### src/rtl/dp_alu_pkg.sv
package dp_alu_pkg;

  typedef enum logic [3:0] {
    OP_AND = 4'h0,
    OP_EOR = 4'h1,
    OP_SUB = 4'h2,
    OP_RSB = 4'h3,
    OP_ADD = 4'h4,
    OP_ADC = 4'h5,
    OP_SBC = 4'h6,
    OP_RSC = 4'h7,
    OP_TST = 4'h8,
    OP_TEQ = 4'h9,
    OP_CMP = 4'hA,
    OP_CMN = 4'hB,
    OP_ORR = 4'hC,
    OP_MOV = 4'hD,
    OP_BIC = 4'hE,
    OP_MVN = 4'hF
  } alu_op_e;

  typedef struct packed {
    logic n;
    logic z;
    logic c;
    logic v;
  } flags_t;

  localparam int FLAG_W = $bits(flags_t);

  function automatic logic op_is_compare(alu_op_e op);
    return op inside {OP_TST, OP_TEQ, OP_CMP, OP_CMN};
  endfunction

  function automatic logic op_uses_adder(alu_op_e op);
    return op inside {OP_SUB, OP_RSB, OP_ADD, OP_ADC,
                      OP_SBC, OP_RSC, OP_CMP, OP_CMN};
  endfunction

endpackage

### src/rtl/dp_alu_adder.sv
module dp_alu_adder
  import dp_alu_pkg::*;
#(
  parameter int W = 32
) (
  input  alu_op_e        op,
  input  logic [W-1:0]   a,
  input  logic [W-1:0]   b,
  input  logic           carry_in,
  output logic [W-1:0]   sum,
  output logic           carry_out,
  output logic           overflow
);

  logic [W-1:0] x;
  logic [W-1:0] y;
  logic         ci;
  logic [W:0]   wide;

  // One adder serves all arithmetic: operands are swapped for reverse
  // forms and inverted for subtraction forms.
  always_comb begin
    unique case (op)
      OP_SUB, OP_CMP: begin x = a; y = ~b; ci = 1'b1;     end
      OP_RSB:         begin x = b; y = ~a; ci = 1'b1;     end
      OP_ADC:         begin x = a; y = b;  ci = carry_in; end
      OP_SBC:         begin x = a; y = ~b; ci = carry_in; end
      OP_RSC:         begin x = b; y = ~a; ci = carry_in; end
      default:        begin x = a; y = b;  ci = 1'b0;     end
    endcase
  end

  assign wide      = {1'b0, x} + {1'b0, y} + {{W{1'b0}}, ci};
  assign sum       = wide[W-1:0];
  assign carry_out = wide[W];
  assign overflow  = (x[W-1] == y[W-1]) && (wide[W-1] != x[W-1]);

endmodule

### src/rtl/dp_alu_logic.sv
module dp_alu_logic
  import dp_alu_pkg::*;
#(
  parameter int W = 32
) (
  input  alu_op_e      op,
  input  logic [W-1:0] a,
  input  logic [W-1:0] b,
  output logic [W-1:0] y
);

  always_comb begin
    unique case (op)
      OP_AND, OP_TST: y = a & b;
      OP_EOR, OP_TEQ: y = a ^ b;
      OP_ORR:         y = a | b;
      OP_BIC:         y = a & ~b;
      OP_MOV:         y = b;
      OP_MVN:         y = ~b;
      default:        y = '0;
    endcase
  end

endmodule

### src/rtl/dp_alu_flags.sv
module dp_alu_flags
  import dp_alu_pkg::*;
#(
  parameter int W = 32
) (
  input  alu_op_e      op,
  input  logic         set_flags,
  input  flags_t       cur,
  input  logic [W-1:0] result,
  input  logic         add_c,
  input  logic         add_v,
  input  logic         shift_c,
  output flags_t       nxt,
  output logic         wr_en
);

  logic   cmp;
  logic   arith;
  logic   update;
  flags_t fresh;

  assign cmp    = op_is_compare(op);
  assign arith  = op_uses_adder(op);
  assign update = set_flags | cmp;
  assign wr_en  = ~cmp;

  always_comb begin
    fresh.n = result[W-1];
    fresh.z = (result == '0);
    fresh.c = arith ? add_c : shift_c;
    fresh.v = arith ? add_v : cur.v;
    nxt     = update ? fresh : cur;
  end

endmodule

### src/rtl/dp_alu_stage.sv
module dp_alu_stage #(
  parameter int DW = 37
) (
  input  logic          clk,
  input  logic          rst_n,
  input  logic          in_valid,
  output logic          in_ready,
  input  logic [DW-1:0] in_data,
  output logic          out_valid,
  input  logic          out_ready,
  output logic [DW-1:0] out_data
);

  assign in_ready = ~out_valid | out_ready;

  always_ff @(posedge clk) begin
    if (!rst_n) begin
      out_valid <= 1'b0;
      out_data  <= '0;
    end else if (in_ready) begin
      out_valid <= in_valid;
      if (in_valid) out_data <= in_data;
    end
  end

endmodule

### src/rtl/dp_alu.sv
module dp_alu
  import dp_alu_pkg::*;
#(
  parameter int W = 32
) (
  input  logic         clk,
  input  logic         rst_n,
  input  logic         in_valid,
  output logic         in_ready,
  input  logic [3:0]   in_op,
  input  logic [W-1:0] in_a,
  input  logic [W-1:0] in_b,
  input  logic [3:0]   in_flags,
  input  logic         in_shift_c,
  input  logic         in_set_flags,
  output logic         out_valid,
  input  logic         out_ready,
  output logic [W-1:0] out_result,
  output logic         out_wr_en,
  output logic [3:0]   out_flags
);

  localparam int DW = W + 1 + FLAG_W;

  alu_op_e      op;
  flags_t       cur;
  flags_t       nxt;
  logic [W-1:0] sum;
  logic [W-1:0] lres;
  logic [W-1:0] res;
  logic         add_c;
  logic         add_v;
  logic         wr_en;
  logic [DW-1:0] stage_in;
  logic [DW-1:0] stage_out;

  assign op  = alu_op_e'(in_op);
  assign cur = flags_t'(in_flags);

  dp_alu_adder #(.W(W)) u_adder (
    .op(op), .a(in_a), .b(in_b), .carry_in(cur.c),
    .sum(sum), .carry_out(add_c), .overflow(add_v)
  );

  dp_alu_logic #(.W(W)) u_logic (
    .op(op), .a(in_a), .b(in_b), .y(lres)
  );

  assign res = op_uses_adder(op) ? sum : lres;

  dp_alu_flags #(.W(W)) u_flags (
    .op(op), .set_flags(in_set_flags), .cur(cur), .result(res),
    .add_c(add_c), .add_v(add_v), .shift_c(in_shift_c),
    .nxt(nxt), .wr_en(wr_en)
  );

  assign stage_in = {res, wr_en, nxt};

  dp_alu_stage #(.DW(DW)) u_stage (
    .clk(clk), .rst_n(rst_n),
    .in_valid(in_valid), .in_ready(in_ready), .in_data(stage_in),
    .out_valid(out_valid), .out_ready(out_ready), .out_data(stage_out)
  );

  assign out_result = stage_out[DW-1 -: W];
  assign out_wr_en  = stage_out[FLAG_W];
  assign out_flags  = stage_out[FLAG_W-1:0];

endmodule

### config.mk
export PLATFORM = sky130hd
export DESIGN_NAME = dp_alu
export DESIGN_NICKNAME = d
export VERILOG_FILES = /design/src/rtl/dp_alu_pkg.sv /design/src/rtl/dp_alu_adder.sv /design/src/rtl/dp_alu_logic.sv /design/src/rtl/dp_alu_flags.sv /design/src/rtl/dp_alu_stage.sv /design/src/rtl/dp_alu.sv
export SDC_FILE = /design/constraint.sdc
export NUM_CORES = 1
export LEC_CHECK = 0
export BUFFER_PORTS_ARGS = -buffer_cell sky130_fd_sc_hd__buf_2
export CAP_MARGIN = 20
export CORE_ASPECT_RATIO = 2
export CORE_MARGIN = 8
export CORE_UTILIZATION = 30
export CTS_CLUSTER_DIAMETER = 200
export CTS_CLUSTER_SIZE = 24
export DETAILED_ROUTE_END_ITERATION = 12
export PLACE_DENSITY_LB_ADDON = 0.1
export REMOVE_ABC_BUFFERS = 1
export SLEW_MARGIN = 20
export SYNTH_ARGS = -nofsm -noshare
export SYNTH_HDL_FRONTEND = slang
export SYNTH_SLANG_ARGS = --single-unit
export TNS_END_PERCENT = 1
### constraint.sdc
create_clock -name clk -period 5 [get_ports clk]
set_input_delay 1 -clock clk [delete_from_list [all_inputs] [get_ports clk]]
set_output_delay 1 -clock clk [all_outputs]
set_load 0.03 [all_outputs]
Yosys cells after proc, flatten, opt, wreduce, memory -nomap -nowiden
Cells that the tools add are included.
{ "op_classes": {"div_mod_pow": 0, "addsub": 2, "muxes": 8, "reduce_logical": 12, "n_eq_ne": 17, "multipliers": 0, "bitwise": 10, "shift": 0, "order_cmp": 0} }
{ "op_table": {"columns": ["operator", "count"], "rows": [
  ["$pmux 32 s6", 1],
  ["$and 32x32->32", 2],
  ["$mux 32", 2],
  ["$not 32->32", 2],
  ["$pmux 32 s2", 1],
  ["$add 32x32->33", 1],
  ["$add 33x1->33", 1],
  ["$eq 4x4->1 const B", 8],
  ["$logic_not 32->1", 1],
  ["$or 32x32->32", 1],
  ["$xor 32x32->32", 1],
  ["$eq 4x3->1 const B", 4],
  ["$reduce_or 3->1", 3],
  ["$eq 4x2->1 const B", 2],
  ["$reduce_bool 8->1", 1],
  ["$reduce_or 2->1", 3],
  ["$eq 4x1->1 const B", 1],
  ["$logic_not 4->1", 1],
  ["$mux 4", 1],
  ["$reduce_bool 4->1", 1],
  ["$mux 1", 2],
  ["$not 1->1", 2],
  ["$or 1x1->1", 2],
  ["$pmux 1 s2", 1],
  ["4 further kinds", 4]
]} }
{ "totals": {"elab_cells": 51, "latch_bits": 0, "romBits": 0, "mem_bits_rw": 0, "out_inout_bits": 39, "reg_bits": 38, "n_memories": 0} }

Depth between registers and ports, before layout
{ "depth": {"word_depth": 9, "ltp_mapped": 23} }

Modules after synthesis
From an unflattened synthesis, not the netlist that was laid out.
{ "unflattened": {"cells_unflattened": 1022, "area_unflattened_um2": 7528.5} }
{ "by_module_without_submodules": {"columns": ["mod", "seq_area_each_um2", "cells_each", "instances", "area_per_inst_um2"], "rows": [
  ["dp_alu_adder", 0.0, 431, 1, 2905.3],
  ["dp_alu_logic", 0.0, 358, 1, 2467.4],
  ["dp_alu_stage", 760.7, 165, 1, 1557.7],
  ["dp_alu", 0.0, 37, 1, 406.6],
  ["dp_alu_flags", 0.0, 31, 1, 191.4]
]} }

Least setup slack after synthesis
No wires, ideal clock.
{ "synth_path": {"kind": "input-to-reg", "from": "input port in_op[1]", "to": "register u_stage.out_data[2]", "setup_slack_ns": -0.380, "arrival_time_ns": 5.296, "cell_stages": 21, "cell_sequence": "buf_2 > buf_2 > buf_2 > buf_2 > nand2_1 > clkbuf_1 > clkbuf_1 > a31oi_1 > fa_1 > inv_1 > fa_1 > a21o_1 > a221oi_4 > nor3_1 > o311ai_0 > nand3_1 > nor4_1 > nand4_1 > nor4_2 > nand4_1 > o31ai_2"} }
{ "synth_via": {"elab_chain_len": 8} }
{ "synth_lines": {"columns": ["item", "line", "source"], "rows": [
  ["start, declared", "dp_alu.sv:10", "input logic [3:0] in_op,"],
  ["$eq 4x2->1, or another cell as far along", "dp_alu_pkg.sv:36, dp_alu_adder.sv:23", null],
  ["$reduce_or 3->1 (no source line) or $reduce_or 2->1 (tied branches)", null, null],
  ["$pmux 32 s2 or $mux 32 (tied branches)", "dp_alu_adder.sv:23", "unique case (op)"],
  ["$add 32x32->33", "dp_alu_adder.sv:33", "assign wide = {1'b0, x} + {1'b0, y} + {{W{1'b0}}, ci};"],
  ["$add 33x1->33", "dp_alu_adder.sv:33", null],
  ["$mux 32", "dp_alu.sv:49", "assign res = op_uses_adder(op) ? sum : lres;"],
  ["$logic_not 32->1", "dp_alu_flags.sv:29", "fresh.z = (result == '0);"],
  ["$mux 4 (*)", "dp_alu_flags.sv:32", "nxt = update ? fresh : cur;"],
  ["end signal, assigned", "dp_alu_stage.sv:22", "if (in_valid) out_data <= in_data;"],
  ["end, declared", "dp_alu_stage.sv:11", "output logic [DW-1:0] out_data"]
]} }
Every way passes the cells marked *; elsewhere a longest branch is shown, timed or not.
A chain may end at the register's enable or synchronous reset.

Worst setup path after layout
{ "layout_path": {"from": "input port in_op[3]", "to": "register u_stage.out_data[2]"} }
Same word-level chain as after synthesis.

==> impl_metrics.json <==
{
  "power_mw": 2.05,
  "crit_type": "input pin to register",
  "synthSimpleGateAreaFrac_pct": 23.5,
  "die_y_um": 228,
  "synth_cell_type_count": 78,
  "p_per_area_mw_per_mm2": 231,
  "synth.area.mux_share_pct": 2.29,
  "synth_area_leaders": "ha_1 (12%), dfxtp_1 (11%), o21ai_0 (11%)",
  "cts.clk_slew.worst_paths_ns": 0.06,
  "grt_overflow": 0,
  "synth_fa_ha_area_share_pct": 12.2,
  "routed_wl_mm": 31.1,
  "seq_power_share_pct": 17.0,
  "initial_utilization_pct": 30.2,
  "antenna_found_initial": 0,
  "cp_data_required_time_ns": 5.21,
  "grt_use_total_pct": 21.9,
  "synth_edf_count": 0,
  "drt_first_pass_iters": 6,
  "critPathLaunchType": "input pin",
  "report.final.slew_viol_count": 0,
  "port_buffers": 116,
  "h-tree-depth": 2,
  "endpoint_kind": "register",
  "min_period_ns": 4.81,
  "setup_viol": 0,
  "dp_hpwl_mm": 24.1,
  "combinationalPowerShare_pct": 65.3,
  "critPathMaxFanout": 7,
  "num_rows": 78,
  "nFillCells": 2441,
  "power.leakage_nw": 4.09,
  "area_growth_pct": 31.2,
  "diodes": 0,
  "clock_skew_ns": 0.0172,
  "async_reset_ff_share_pct": 0,
  "cts.sinks": 38,
  "synth_flop_cell": "dfxtp_1",
  "netlist_area_mm2": 0.00677,
  "pre_cts_ws_ns": -0.254,
  "switching_share_pct": 46.1,
  "cts_root_buf": "clkbuf_16",
  "drt.antenna.violating_nets": 0,
  "slew_headroom_pct": 48.3,
  "cts_buffers": 5,
  "post_drt_wl_per_cell_um": 20.6,
  "switchingPower_mw": 0.946,
  "die_w_um": 122,
  "synth_xor_area_share_pct": 5.43,
  "grt_pass1_wl_mm": 47.8,
  "gp_routability_congestion": 0.871,
  "ys_top_cells_by_count": "o21ai_0 (148), nand2_1 (135), inv_1 (77), nor2_1 (77), a21oi_1 (72)",
  "grt_max_degree": 53,
  "clkPwrFrac_pct": 17.7,
  "synth_compound_gate_area_share_pct": 36.2,
  "cap_violations": 0,
  "vias": 8391,
  "hold_viol": 0,
  "synth-seq-cells": 38,
  "peakVddDrop_mv": 0.178,
  "worst_pin_slew_ns": 0.773,
  "nets": 1367,
  "first_iter_violations": 482,
  "routed_via_density": 5.58,
  "core_mm2": 0.0224,
  "netlist_instances": 1032,
  "synth.avg_cell_area_um2": 6.56,
  "ys_warn_count": 0,
  "worstSkewPairLatency_ns": 0.31,
  "max_freq_mhz": 208,
  "arrival_ns": 5.03,
  "synth_top_cell_by_area": "ha_1",
  "synth_top_area_share_pct": 11.6,
  "setup_ws_ns": 0.189,
  "p_int_mw": 1.11,
  "outcome": "finished, final reports clean",
  "fin_crit_sh_pct": 96.2,
  "final_core_util_pct": 39.6,
  "ctsLongestPathBuffers": 2,
  "hold_buffers": 0,
  "layout-drive-gt1-share_pct": 26.2,
  "grt_pass1_vias": 8379,
  "dieArea_mm2": 0.0279,
  "tritoncts": "built",
  "synth_top_family_by_area": "compound AO/OA/AOI/OAI gates",
  "ys_seq_area_share_pct": 11.2,
  "min_path_type": "register to register",
  "io_pins": 117,
  "yosysMostFrequentCell": "o21ai_0",
  "drcViolationCount": 0
}
[cell type report]
type / count / area (µm²) / area share (%)
Timing Repair Buffer: 260 / 1790 / 20.2
Clock inverter: 2 / 12.5 / 0.141
Inverter: 78 / 299 / 3.37
Multi-Input combinational cell: 841 / 5530 / 62.3
Sequential cell: 38 / 761 / 8.56
Clock buffer: 6 / 139 / 1.56
Tap cell: 280 / 350 / 3.94
[flip-flops by register name, summed over array words and instances, names as in the netlist]
| name | count |
|---|---|
| u_stage.out_valid | 1 |
| u_stage.out_data | 37 |
[power by group through the flow]
stage | clock network (mW) | logic, mW | registers, mW
after CTS | 0.372 | 1.30 | 0.350
after floorplan | 0 | 0.651 | 0.419
after global placement | 0 | 1.29 | 0.356
after detailed placement | 0 | 1.29 | 0.356
after global routing | 0.382 | 1.47 | 0.354
final | 0.363 | 1.34 | 0.350
[cell usage in the layout (no fill, tap or decap), drive strengths merged, types with 27 or more instances in the layout]
cell and count:
nor3 28, a21oi 72, nor2 77, dfxtp 38
xor2 27, buf 260, nand2 135, inv 77
ha 63, o21ai 152
[metrics by stage]
stage / hold WS, ns / cells / TNS [ns] / area [µm²]
after floorplan: 0.585 / 957 / -30.08 / 6450
after global placement: 0.443 / 1488 / -0.192 / 8450
after detailed placement: 0.443 / 1488 / -0.254 / 8450
after CTS: 0.452 / 1496 / 0 / 8600
after global routing: 0.484 / 1505 / -0.0267 / 8880
final: 0.454 / 1505 / 0 / 8880
[cells by family (layout without fill, tap and decap cells)]
family / Yosys count / count (layout)
DFF: 38 / 38
adders and majority gates: 65 / 65
and+or+nand+nor: 341 / 341
xor gates and xnor gates: 42 / 42
buffers and inverters: 153 / 346
AOI/OAI and AO/OA: 378 / 378
muxes: 15 / 15
[worst paths after layout]
check / start / end / slack, ns / depth (start not counted)
max: in_op[3] / u_stage.out_data[2] / 0.19 / 20
min reg2reg: u_stage.out_data[14] / u_stage.out_data[14] / 0.45 / 2
min: u_stage.out_data[14] / u_stage.out_data[14] / 0.45 / 2
max reg2reg: u_stage.out_valid / u_stage.out_data[2] / 2.40 / 10
[routing by layer]
layer	vias up	part of all wire, %	track usage, %
met1	3944	42	26.3
met5	-	0	0
met2	267	50	39.3
li1	4128	-	-
met3	52	4.3	2.00
met4	0	3.1	6.86
[critical path, cell delays in order]
cell and delay (ns):
buf_8 0.11, buf_6 0.11, and2_4 0.14, nor3_4 0.22, buf_6 0.18, o21ai_2 0.07, o21ai_1 0.07, ha_1 0.28
buf_6 0.14, a21o_1 0.21, a221oi_4 0.32, buf_6 0.18, xnor2_4 0.09, a2111oi_4 0.36, nand4_1 0.22, nor4_2 0.32
nand4_1 0.26, nor4_2 0.33, nand4_1 0.17, o31ai_2 0.23
[what timing repair did]
item                       in CTS  in global routing
setup buffers                   0                  9
resized for setup               0                 58
setup endpoints to repair       0                  2
No activity file was read; power rests on OpenSTA's default activity.
